`config.mk`:
```
export PLATFORM = sky130hd
export DESIGN_NAME = i2c_bus_status_mon
export DESIGN_NICKNAME = d
export VERILOG_FILES = /design/src/rtl/bsm_pkg.sv /design/src/rtl/bsm_sda_check.sv /design/src/rtl/bsm_flag.sv /design/src/rtl/i2c_bus_status_mon.sv
export SDC_FILE = /design/constraint.sdc
export NUM_CORES = 1
export LEC_CHECK = 0
export BUFFER_PORTS_ARGS = -buffer_cell sky130_fd_sc_hd__buf_2
export CORE_AREA = 2 2 39 41
export CTS_CLUSTER_SIZE = 28
export DETAILED_ROUTE_END_ITERATION = 8
export DIE_AREA = 0 0 41 43
export SYNTH_ARGS = -nofsm -noshare
export SYNTH_HDL_FRONTEND = slang
export SYNTH_SLANG_ARGS = --single-unit
```
`constraint.sdc`:
```
create_clock -name clk -period 1.2 [get_ports clk]
set_input_delay 0.24 -clock clk [delete_from_list [all_inputs] [get_ports clk]]
set_output_delay 0.24 -clock clk [all_outputs]
set_load 0.01 [all_outputs]
```
`src/rtl/bsm_pkg.sv`:
```
package bsm_pkg;
  localparam int FLAG_W    = 4;
  localparam int IDX_STOP  = 0;
  localparam int IDX_NAK   = 1;
  localparam int IDX_ASYNC = 2;
  localparam int IDX_MISM  = 3;
endpackage

```
`src/rtl/bsm_sda_check.sv`:
```
module bsm_sda_check (
  input  logic drv_sda,
  input  logic sda_in,
  input  logic sda_stb,
  input  logic tx_active,
  input  logic async_mode,
  output logic mism_set
);
  logic differ;

  always_comb begin
    differ   = drv_sda ^ sda_in;
    mism_set = sda_stb & tx_active & ~async_mode & differ;
  end
endmodule

```
`src/rtl/bsm_flag.sv`:
```
module bsm_flag (
  input  logic clk,
  input  logic rst,
  input  logic set,
  input  logic clr,
  output logic d,
  output logic q
);
  always_comb begin
    if (set)      d = 1'b1;
    else if (clr) d = 1'b0;
    else          d = q;
  end

  always_ff @(posedge clk) begin
    if (rst) q <= 1'b0;
    else     q <= d;
  end


  sticky_hold_chk: assert property (@(posedge clk) disable iff (rst)
    (q && !clr) |=> q);

  set_wins_chk: assert property (@(posedge clk) disable iff (rst)
    set |=> q);

  clear_takes_chk: assert property (@(posedge clk) disable iff (rst)
    (clr && !set) |=> !q);
endmodule

```
`src/rtl/i2c_bus_status_mon.sv`:
```
module i2c_bus_status_mon
  import bsm_pkg::*;
(
  input  logic              clk,
  input  logic              rst,
  input  logic              drv_sda,
  input  logic              sda_in,
  input  logic              sda_stb,
  input  logic              tx_active,
  input  logic              selected,
  input  logic              ack_valid,
  input  logic              ack_bit,
  input  logic              stop_pulse,
  input  logic              async_mode,
  input  logic              async_hit,
  input  logic              irq_en,
  input  logic              wr_en,
  input  logic [FLAG_W-1:0] wr_data,
  output logic [FLAG_W-1:0] flags,
  output logic              irq,
  output logic              bus_release
);
  logic [FLAG_W-1:0] set_vec;
  logic [FLAG_W-1:0] clr_vec;
  logic [FLAG_W-1:0] flag_d;
  logic              mism_set;
  logic              stop_sel;

  bsm_sda_check u_cmp (
    .drv_sda    (drv_sda),
    .sda_in     (sda_in),
    .sda_stb    (sda_stb),
    .tx_active  (tx_active),
    .async_mode (async_mode),
    .mism_set   (mism_set)
  );

  always_comb begin
    stop_sel            = stop_pulse & selected;
    set_vec             = '0;
    set_vec[IDX_MISM]   = mism_set;
    set_vec[IDX_ASYNC]  = async_hit;
    set_vec[IDX_NAK]    = ack_valid & ack_bit;
    set_vec[IDX_STOP]   = stop_sel;
    clr_vec             = wr_en ? wr_data : '0;
  end

  for (genvar i = 0; i < FLAG_W; i++) begin : g_flag
    bsm_flag u_flag (
      .clk (clk),
      .rst (rst),
      .set (set_vec[i]),
      .clr (clr_vec[i]),
      .d   (flag_d[i]),
      .q   (flags[i])
    );
  end

  always_ff @(posedge clk) begin
    if (rst) begin
      irq         <= 1'b0;
      bus_release <= 1'b0;
    end else begin
      irq         <= irq_en & (|flag_d);
      bus_release <= stop_sel;
    end
  end


  mism_raise_chk: assert property (@(posedge clk) disable iff (rst)
    (sda_stb && tx_active && !async_mode && (sda_in != drv_sda)) |=> flags[IDX_MISM]);

  async_quiet_chk: assert property (@(posedge clk) disable iff (rst)
    (async_mode && !flags[IDX_MISM]) |=> !flags[IDX_MISM]);

  nak_raise_chk: assert property (@(posedge clk) disable iff (rst)
    (ack_valid && ack_bit) |=> flags[IDX_NAK]);

  stop_unsel_chk: assert property (@(posedge clk) disable iff (rst)
    (!selected && !flags[IDX_STOP]) |=> !flags[IDX_STOP]);

  release_pulse_chk: assert property (@(posedge clk) disable iff (rst)
    (stop_pulse && selected) |=> (bus_release && flags[IDX_STOP]));

  release_only_chk: assert property (@(posedge clk) disable iff (rst)
    !(stop_pulse && selected) |=> !bus_release);

  async_raise_chk: assert property (@(posedge clk) disable iff (rst)
    async_hit |=> flags[IDX_ASYNC]);

  irq_off_chk: assert property (@(posedge clk) disable iff (rst)
    !irq_en |=> !irq);

  irq_on_chk: assert property (@(posedge clk) disable iff (rst)
    (irq_en && (|flags) && !wr_en) |=> irq);
endmodule

```
==> results of run 1 <==
cells in the mapped netlist:
cell	instances	area, um^2
dfxtp_1	6	120
nand2_1	5	18.8
nor2_1	5	18.8
buf_4	4	30.0
a21boi_0	1	7.51
a21oi_1	1	5.00
a22oi_1	1	7.51
a32oi_1	1	8.76
a41oi_1	1	8.76
nand2b_1	1	6.26
nor2b_1	1	6.26
xor2_1	1	8.76
worst max-delay path by stage:
stage	slack [ns]	to
floorplan	0.35	irq
global placement	0.20	irq
detailed placement	0.19	irq
CTS	0.26	flags[2]
global route	0.23	flags[1]
finish	0.28	flags[0]
cell families after synthesis:
kind of cell,synth area share (%)
buf+inv,12.2
flops,48.7
xor+xnor,3.55
compound gates,15.2
simple gates,20.3
area by class of cell:
class,count,share of cell area (%)
Sequential cell,6,32.1
Timing Repair Buffer,23,30.8
Multi-Input combinational cell,18,25.8
Clock buffer,3,6.02
Tap cell,16,5.35
through the flow:
step	instance area, um^2	cells	hold WS [ns]	power [uW]
6_report	374	66	0.235	464
5_1_grt	374	66	0.242	493
4_1_cts	374	66	0.230	477
3_5_place_dp	352	63	0.481	291
3_3_place_gp	352	63	0.479	290
2_1_floorplan	246	28	0.312	256
state kept, by name, indices dropped and copies added, names as in the netlist:
name	count
irq	1
bus_release	1
g_flag.u_flag.q	4
report_power, final:
group          switching, uW  internal, uW  leakage [uW]
logic                   32.6          38.0      0.000136
clock network           65.7           113     0.0000138
registers               3.91           211     0.0000495
total                    102           362      0.000199
metal layers:
metal | share of wire [%] | wire length (um) | vias to the layer above | track usage, %
li1 | - | - | 135 | -
met1 | 47 | 267 | 103 | 7.47
met2 | 38 | 215 | 20 | 10.0
met3 | 15 | 85 | 0 | 4.71
met4 | 0 | 0 | 0 | 2.00
met5 | 0 | 0 | - | 0
==> impl_metrics.csv, run 1 <==
group,metric,value,unit
global_route,grt_overflow,0,
cts,holdBufCountCts,0,
cts,clk_pin_slew_worst_paths,0.04,ns
route,drt_pass1_iterations,2,
cts,cts-buffers-inserted,3,
global_route,grt_max_degree,7,
timing,setup_tns,0,ns
die,die_x,41,um
route,vias_per_cell,3.91,
hold_path,hold_path.class,"input pin to flip-flop",
power,leakagePower,0.000199,uW
power,ir_drop,0.373,mV
yosys,syn_area,246,um^2
yosys,ys_seq_area_share,48.7,%
layout,diodes,0,
critical_path,crit_required,0.96,ns
placement,port_buffers,23,
timing,max_freq,1080,MHz
critical_path,cp_max_fo,2,
global_route,grt_usage,6.75,%
yosys,synth-seq-cells,6,
layout,postLayoutCoreUtil,27.0,%
critical_path,cp.depth,1,
critical_path,r2r_end,"irq",
cts,cts_max_path_buffers,2,
route,wl_per_cell,8.61,um
cts,cts-root-buf,"clkbuf_4",
critical_path,path_class,"flip-flop to primary output",
yosys,synth_fp_nets,46,
global_route,grt_pass1_vias,221,
cts,ctsResizeCount,0,
timing,final_hold_viol_count,0,
critical_path,worstPathArrival,0.68,ns
critical_path,end_kind,"primary output",
cts,cts.sinks,6,
route,drt-initial-drc-count,6,
layout,n_fill_cell,153,
layout,regArea,120,um^2
layout,final_layout_size_suffix_gt1_share,52.0,%
cts,cts_max_level,1,
die,start_util,17.8,%
yosys,yosysWarningCount,0,
route,num_vias,258,
global_route,grt_first_pass_wirelength,765,um
timing,setup_viol,0,
layout,multi_input_area,96.3,um^2
hold_path,hold_start,"async_hit",
die,chipHeight,43,um
layout,area_delta_synth_final,51.8,%
hold_path,min_to,"g_flag[2].u_flag.q",
timing,fin_crit_sh,77.1,%
layout,layout_common_cells,"buf_2, dfxtp_1, nand2_1, nor2_1, clkbuf_4",
route,drt_wl_total,568,um
hold_path,worstHoldPathCells,3,
die,io_pins,24,
layout,final_common_cell,"buf_2",
placement,place_ws,0.188,ns
yosys,syn_avg_cell_area,8.80,um^2
cts,clock_latency,0.23,ns
cts,cts_tree,"done",
critical_path,critPathLaunchType,"flip-flop",
timing,slew_headroom,79.4,%
timing,rsz0062_at_grt,"false",
critical_path,cp_slowest_cell,"dfxtp_1",
route,antenna_left,0,
global_route,grt_antenna_before_repair,0,
die,die_area,0.00176,mm^2
critical_path,rrSetupSlack,0.34,ns
critical_path,regToRegStartpoint,"g_flag[0].u_flag.q",
critical_path,path_buf_inv,1,
timing,tightest_slew,0.306,ns
timing,drv_slew,0,
timing,skew,0.000790,ns
timing,setup_ws,0.275,ns
die,core,0.00138,mm^2
route,drc,0,
critical_path,r2r_cells,2,
critical_path,slowest_delay,0.32,ns
die,rows,14,
power,powerDensity,1240,mW/mm^2
yosys,synth_cell_types,12,
timing,finalCriticalPeriod,0.925,ns
run,cap_violations,0,
outcome,status,"finished, final reports clean",
layout,nets,70,
critical_path,worstPathCellList,"buf_2",
placement,place.gp.congestion,0.569,
yosys,synth_cells,28,
critical_path,path_delay_family,"flip-flops",
cts,post_cts_buffers,0,
critical_path,crit_path_start,"g_flag[0].u_flag.q",
(Power assumes the default switching activity.)
==> run 2, diff against run 1 <==
==> constraint.sdc (replaced) <==
create_clock -name clk -period 0.8 [get_ports clk]
set_input_delay 0.16 -clock clk [delete_from_list [all_inputs] [get_ports clk]]
set_output_delay 0.16 -clock clk [all_outputs]
set_load 0.01 [all_outputs]
==> run 2 against run 1 <==
  * The flow now finishes with violations (negative setup slack)
  * Sequential power rose by 54%
  * Register-to-register slack worse by 0.31 ns
  * Worst hold slack worse by 0.090 ns
  * Utilization is 4.7 points higher
  * Global-route usage rose by 1.1 points
  * Via count grew 10%
  * Critical path depth stayed put
  * Clock power grew 56%
  * Die area unchanged
  * Flip-flop and latch count unchanged
  * First-iteration DRC count decreased by 67%
  * Largest cell class is now buffers
  * Largest power group unchanged
  * Highest routed layer unchanged
==> impl_metrics.csv, run 2 (synthesized netlist as in run 1, its figures left out) <==
group,metric,value,unit
global_route,grt_pass1_vias,234,
route,antenna_left,0,
critical_path,slowest_delay,0.32,ns
route,drt-initial-drc-count,2,
layout,postLayoutCoreUtil,31.7,%
timing,setup_ws,-0.0322,ns
layout,n_fill_cell,156,
die,rows,14,
route,top_layer,"met3",
outcome,violations,"negative setup slack",
layout,area_delta_synth_final,78.2,%
route,drt_pass1_iterations,4,
placement,post-place-cells,65,
run,cap_violations,0,
die,io_pins,24,
timing,hold_slack,0.145,ns
global_route,grt_usage,7.85,%
cts,clock_latency,0.24,ns
cts,post_cts_buffers,0,
power,ir_drop,0.515,mV
critical_path,worstPathArrival,0.67,ns
global_route,grt_first_pass_wirelength,862,um
timing,finalCriticalPeriod,0.832,ns
critical_path,path_class,"flip-flop to primary output",
timing,final_hold_viol_count,0,
route,vias_per_cell,4.19,
timing,setup_viol,6,
layout,largest_reg_flops,4,
timing,max_freq,1200,MHz
die,start_util,17.8,%
layout,diodes,0,
critical_path,crit_required,0.64,ns
power,leakagePower,0.000217,uW
critical_path,cp_max_fo,2,
timing,drv_slew,0,
die,core,0.00138,mm^2
die,die_area,0.00176,mm^2
layout,reg_top3,"g_flag.u_flag.q: 4 flops, bus_release: 1 flops, irq: 1 flops",
cts,cts-buffers-inserted,3,
placement,place_hpwl,507,um
cts,cts_max_path_buffers,2,
power,powerDensity,1690,mW/mm^2
critical_path,end_kind,"primary output",
critical_path,worstPathCellList,"buf_6",
route,routed-wl-met3,128,um
cts,cts_max_level,1,
global_route,grt_antenna_before_repair,0,
die,die_x,41,um
timing,fin_crit_sh,104,%
route,drc,0,
die,chipHeight,43,um
global_route,grt_overflow,0,
layout,final_common_cell,"buf_2",
route,num_vias,285,
hold_path,hold_path.class,"input pin to flip-flop",
timing,slew_headroom,86.7,%
layout,nets,72,
critical_path,path_delay_family,"flip-flops",
cts,clk_pin_slew_worst_paths,0.05,ns
placement,port_buffers,23,
layout,final_layout_size_suffix_gt1_share,67.3,%
placement,place.gp.congestion,0.576,
cts,cts_tree,"done",
layout,top_register,"g_flag.u_flag.q",
cts,cts.sinks,6,
route,wl_per_cell,9.19,um
critical_path,critPathLaunchType,"flip-flop",
cts,cts-root-buf,"clkbuf_4",
global_route,grt_max_degree,6,
timing,rsz0062_at_grt,"true",
route,dr_wl_met2,270,um
layout,final_cell_count_no_fill,68,
route,drt_wl_total,625,um
critical_path,cp_slowest_cell,"dfxtp_2",
route,drt-met1-wl,226,um
timing,skew,0.00461,ns
outcome,status,"finished, violations left",
layout,layout_common_cells,"buf_2, dfxtp_2, buf_6",
timing,tightest_slew,0.200,ns
critical_path,path_buf_inv,1,
-- run 2: changes by cell type in the layout (fill, tap and decap cells not counted), moves of 2 or more --
cell,before,now
dfxtp_2,0,6
buf_2,23,17
buf_6,0,6
dfxtp_1,6,0
buf_4,0,2
-- run 2: layout make-up --
class	instances	area, um^2	area share [%]
Clock buffer	3	22.5	5.13
Timing Repair Buffer	25	168	38.2
Multi-Input combinational cell	18	101	23.1
Sequential cell	6	128	29.1
Tap cell	16	20.0	4.56
-- run 2: final timing paths --
| check | start | to | slack, ns | cells past startpoint |
|---|---|---|---|---|
| max | g_flag[0].u_flag.q | flags[0] | -0.03 | 1 |
| min | async_hit | g_flag[2].u_flag.q | 0.15 | 3 |
| max reg2reg | g_flag[3].u_flag.q | irq | 0.03 | 2 |
| min reg2reg | g_flag[3].u_flag.q | g_flag[3].u_flag.q | 0.50 | 2 |
-- run 2: metal layers --
layer | track usage [%] | vias up
li1 | - | 138
met1 | 7.79 | 121
met2 | 11.3 | 26
met3 | 7.85 | 0
met4 | 2.00 | 0
met5 | 0 | -
-- run 2: timing repair --
item / CTS / global route
setup endpoints to repair: 7 / 7
hold buffers: 0 / 0
resized for setup: 10 / 4
-- run 2: metrics by stage --
stage / total power [uW] / cell area (um^2) / setup slack (ns) / setup TNS, ns
2_1_floorplan: 383 / 246 / 0.0312 / 0
3_3_place_gp: 442 / 367 / -0.121 / -0.142
3_5_place_dp: 444 / 367 / -0.134 / -0.164
4_1_cts: 752 / 424 / -0.0463 / -0.225
5_1_grt: 790 / 439 / -0.0617 / -0.319
6_report: 743 / 439 / -0.0322 / -0.156
-- run 2: where the power goes --
part / switching [uW] / leakage (uW) / total [uW] / internal, uW
sequential: 10.5 / 0.0000516 / 331 / 320
combinational: 51.0 / 0.000152 / 135 / 83.7
clock: 108 / 0.0000138 / 277 / 170
total: 169 / 0.000217 / 743 / 574
==> run 3, diff against run 2 <==
--- a/config.mk
+++ b/config.mk
@@ -12,4 +12,5 @@
 export DIE_AREA = 0 0 41 43
 export SYNTH_ARGS = -nofsm -noshare
 export SYNTH_HDL_FRONTEND = slang
+export SYNTH_HIERARCHICAL = 1
 export SYNTH_SLANG_ARGS = --single-unit
==> run 3 against run 2 <==
  * The run still ends with negative setup slack left
  * Register-to-register slack worse by 0.11 ns
  * Die area unchanged
  * Count of clock-buffer cells in the layout unchanged
  * Clock power down 2%
  * Critical path type is now flip-flop to flip-flop
  * Maximum frequency down 5.8%
  * Power up 6.6%
  * Critical path depth up 3
==> impl_metrics.csv, run 3 <==
group,metric,value,unit
outcome,status,"finished, violations left",
outcome,violations,"negative setup slack",
placement,port_buffers,23,
route,drt-initial-drc-count,0,
timing,slew_headroom,87.3,%
yosys,synthAdderAreaFrac,0,%
route,drc,0,
yosys,netlist_top_cells_count,"and2_1, dfxtp_1, nand2_1",
power,power,792,uW
route,vias_per_cell,3.98,
cts,cts.sinks,6,
yosys,syn_avg_cell_area,9.60,um^2
route,drt_wl_total,703,um
power,powerDensity,1380,mW/mm^2
critical_path,endpoint,"irq",
yosys,syn_area,327,um^2
layout,diodes,0,
layout,multi_input_area,199,um^2
global_route,grt_usage,9.11,%
timing,setup_ws,-0.0837,ns
global_route,use_met3,1.57,%
die,io_pins,24,
critical_path,rrSetupSlack,-0.08,ns
yosys,async_reset_ff_share,0,%
yosys,synth_edf_count,0,
critical_path,critPathLaunchType,"flip-flop",
global_route,grt_overflow,0,
timing,max_freq,1130,MHz
cts,cts_max_level,1,
power,ir_drop,0.410,mV
hold_path,hold_path.class,"input pin to flip-flop",
die,start_util,23.6,%
critical_path,r2r_end,"irq",
power,leakagePower,0.000276,uW
hold_path,hold_start,"rst",
die,chipHeight,43,um
timing,setup_tns,-0.339,ns
yosys,synth.area.mux_share,0,%
global_route,grt_max_degree,7,
cts,cts_tree,"done",
cts,clk_pin_slew_worst_paths,0.05,ns
timing,drv_slew,0,
layout,final_layout_size_suffix_gt1_share,75.4,%
layout,top_register,"g_flag.u_flag/q",
global_route,use_met1,8.60,%
yosys,synth_xor_area_share,2.68,%
global_route,grt_first_pass_wirelength,1080,um
global_route,grt_antenna_before_repair,0,
global_route,grtUsageMet2,16.3,%
timing,finalCriticalPeriod,0.884,ns
yosys,synth_compound_area_share,10.7,%
route,drt_pass1_iterations,1,
timing,tightest_slew,0.188,ns
cts,holdBufCountCts,0,
yosys,synth_area_leaders,"dfxtp_1, nand2b_4, and2_1",
yosys,yosysWarningCount,6,
placement,place.gp.congestion,0.576,
yosys,synth_top_family_by_area,"simple AND/OR/NAND/NOR gates",
layout,regArea,131,um^2
die,rows,14,
critical_path,crit_required,0.92,ns
timing,rsz0062_at_grt,"true",
cts,clock_latency,0.24,ns
layout,area_delta_synth_final,75.1,%
timing,fin_crit_sh,110,%
yosys,synth_cells,34,
global_route,grt.busiest_layer,"met2",
run,cap_violations,0,
die,die_area,0.00176,mm^2
route,num_vias,322,
layout,largest_reg_flops,4,
yosys,synth_cell_types,11,
yosys,synth_fp_nets,52,
yosys,yosys.area_share.simple,45.2,%
cts,cts-root-buf,"clkbuf_4",
critical_path,r2r_cells,4,
timing,final_hold_viol_count,0,
global_route,grt_pass1_vias,291,
critical_path,worstPathArrival,1.01,ns
yosys,synth_flop_cell,"dfxtp_1",
critical_path,end_kind,"flip-flop",
critical_path,crit_path_start,"g_flag[2].u_flag/q",
yosys,yosys.area.top_type,"dfxtp_1",
placement,place_hpwl,603,um
die,die_x,41,um
cts,cts_max_path_buffers,2,
timing,skew,0.00223,ns
layout,final_common_cell,"buf_2",
layout,reg_top3,"g_flag.u_flag/q: 4 flops, bus_release: 1 flops, irq: 1 flops",
layout,nets,85,
yosys,synth-seq-cells,6,
critical_path,path_class,"flip-flop to flip-flop",
cts,cts-buffers-inserted,3,
route,wl_per_cell,8.68,um
timing,setup_viol,7,
layout,layout_common_cells,"buf_2, and2_1, buf_4, buf_6",
critical_path,cp_max_fo,2,
route,antenna_left,0,
yosys,ys_seq_area_share,36.8,%
layout,n_fill_cell,149,
critical_path,regToRegStartpoint,"g_flag[2].u_flag/q",
die,core,0.00138,mm^2
yosys,synth_top_area_share,36.8,%
## run 3: cell count changes in the layout (fill, tap and decap cells not counted), sizes merged, moves of 3 or more
cell    previous run  this run
and2               0         6
nor2               5         0
inv                0         4
a21oi              1         4
buf               25        28
nand2b             1         4
## run 3: area by class of cell
type	count	share of cell area, %
timing repair buffer	28	32.2
clock buffer	3	3.94
sequential	6	23.0
multi-input combinational	24	34.8
tap	16	3.50
inverter	4	2.63
## run 3: power breakdown
group          internal (uW)  switching [uW]  leakage [uW]
combinational            118            70.0      0.000211
clock                    169             102     0.0000138
sequential               317            15.3     0.0000519
## run 3: logic make-up (layout without fill, tap and decap cells)
group                  after synthesis  in the layout
XOR/XNOR                             1              1
AO/OA/AOI/OAI                        4              4
buffers and inverters                4             35
AND/OR/NAND/NOR                     19             19
flip-flops                           6              6
## run 3: what timing repair did
action                     4_1_cts  5_1_grt
pin swaps                        3        3
setup buffers                    1        0
gates resized for setup          4        8
setup endpoints to repair        7        7
## run 3: how the worst min path moves through the flow
stage	slack [ns]	cells past startpoint	to
after detailed placement	0.42	2	g_flag[0].u_flag/q
after CTS	0.16	2	g_flag[0].u_flag/q
after global routing	0.17	2	g_flag[0].u_flag/q
after global placement	0.42	2	g_flag[2].u_flag/q
final	0.17	2	g_flag[0].u_flag/q
after floorplan	0.22	1	g_flag[0].u_flag/q
## run 3: metrics by stage
stage,utilization (%),instance area (um^2),worst slack [ns],hold WS [ns],instances
final,41.3,572,-0.0837,0.166,81
after global routing,41.3,572,-0.110,0.172,81
after CTS,39.2,542,-0.0980,0.162,81
after detailed placement,35.8,495,-0.271,0.420,77
after global placement,35.8,495,-0.233,0.419,77
after floorplan,-,330,-0.0818,0.215,34
## run 3: routing by layer
metal	wire, um	vias to the layer above
met5	0	-
met4	0	0
met3	63	0
met2	391	14
met1	248	139
li1	-	169
## run 3: worst max-delay path, cell delays in order (launching register included)
cell and delay, ns:
dfxtp_2 0.33, nand2b_4 0.07, nand2_2 0.05, nor4_2 0.25
nor3b_1 0.07
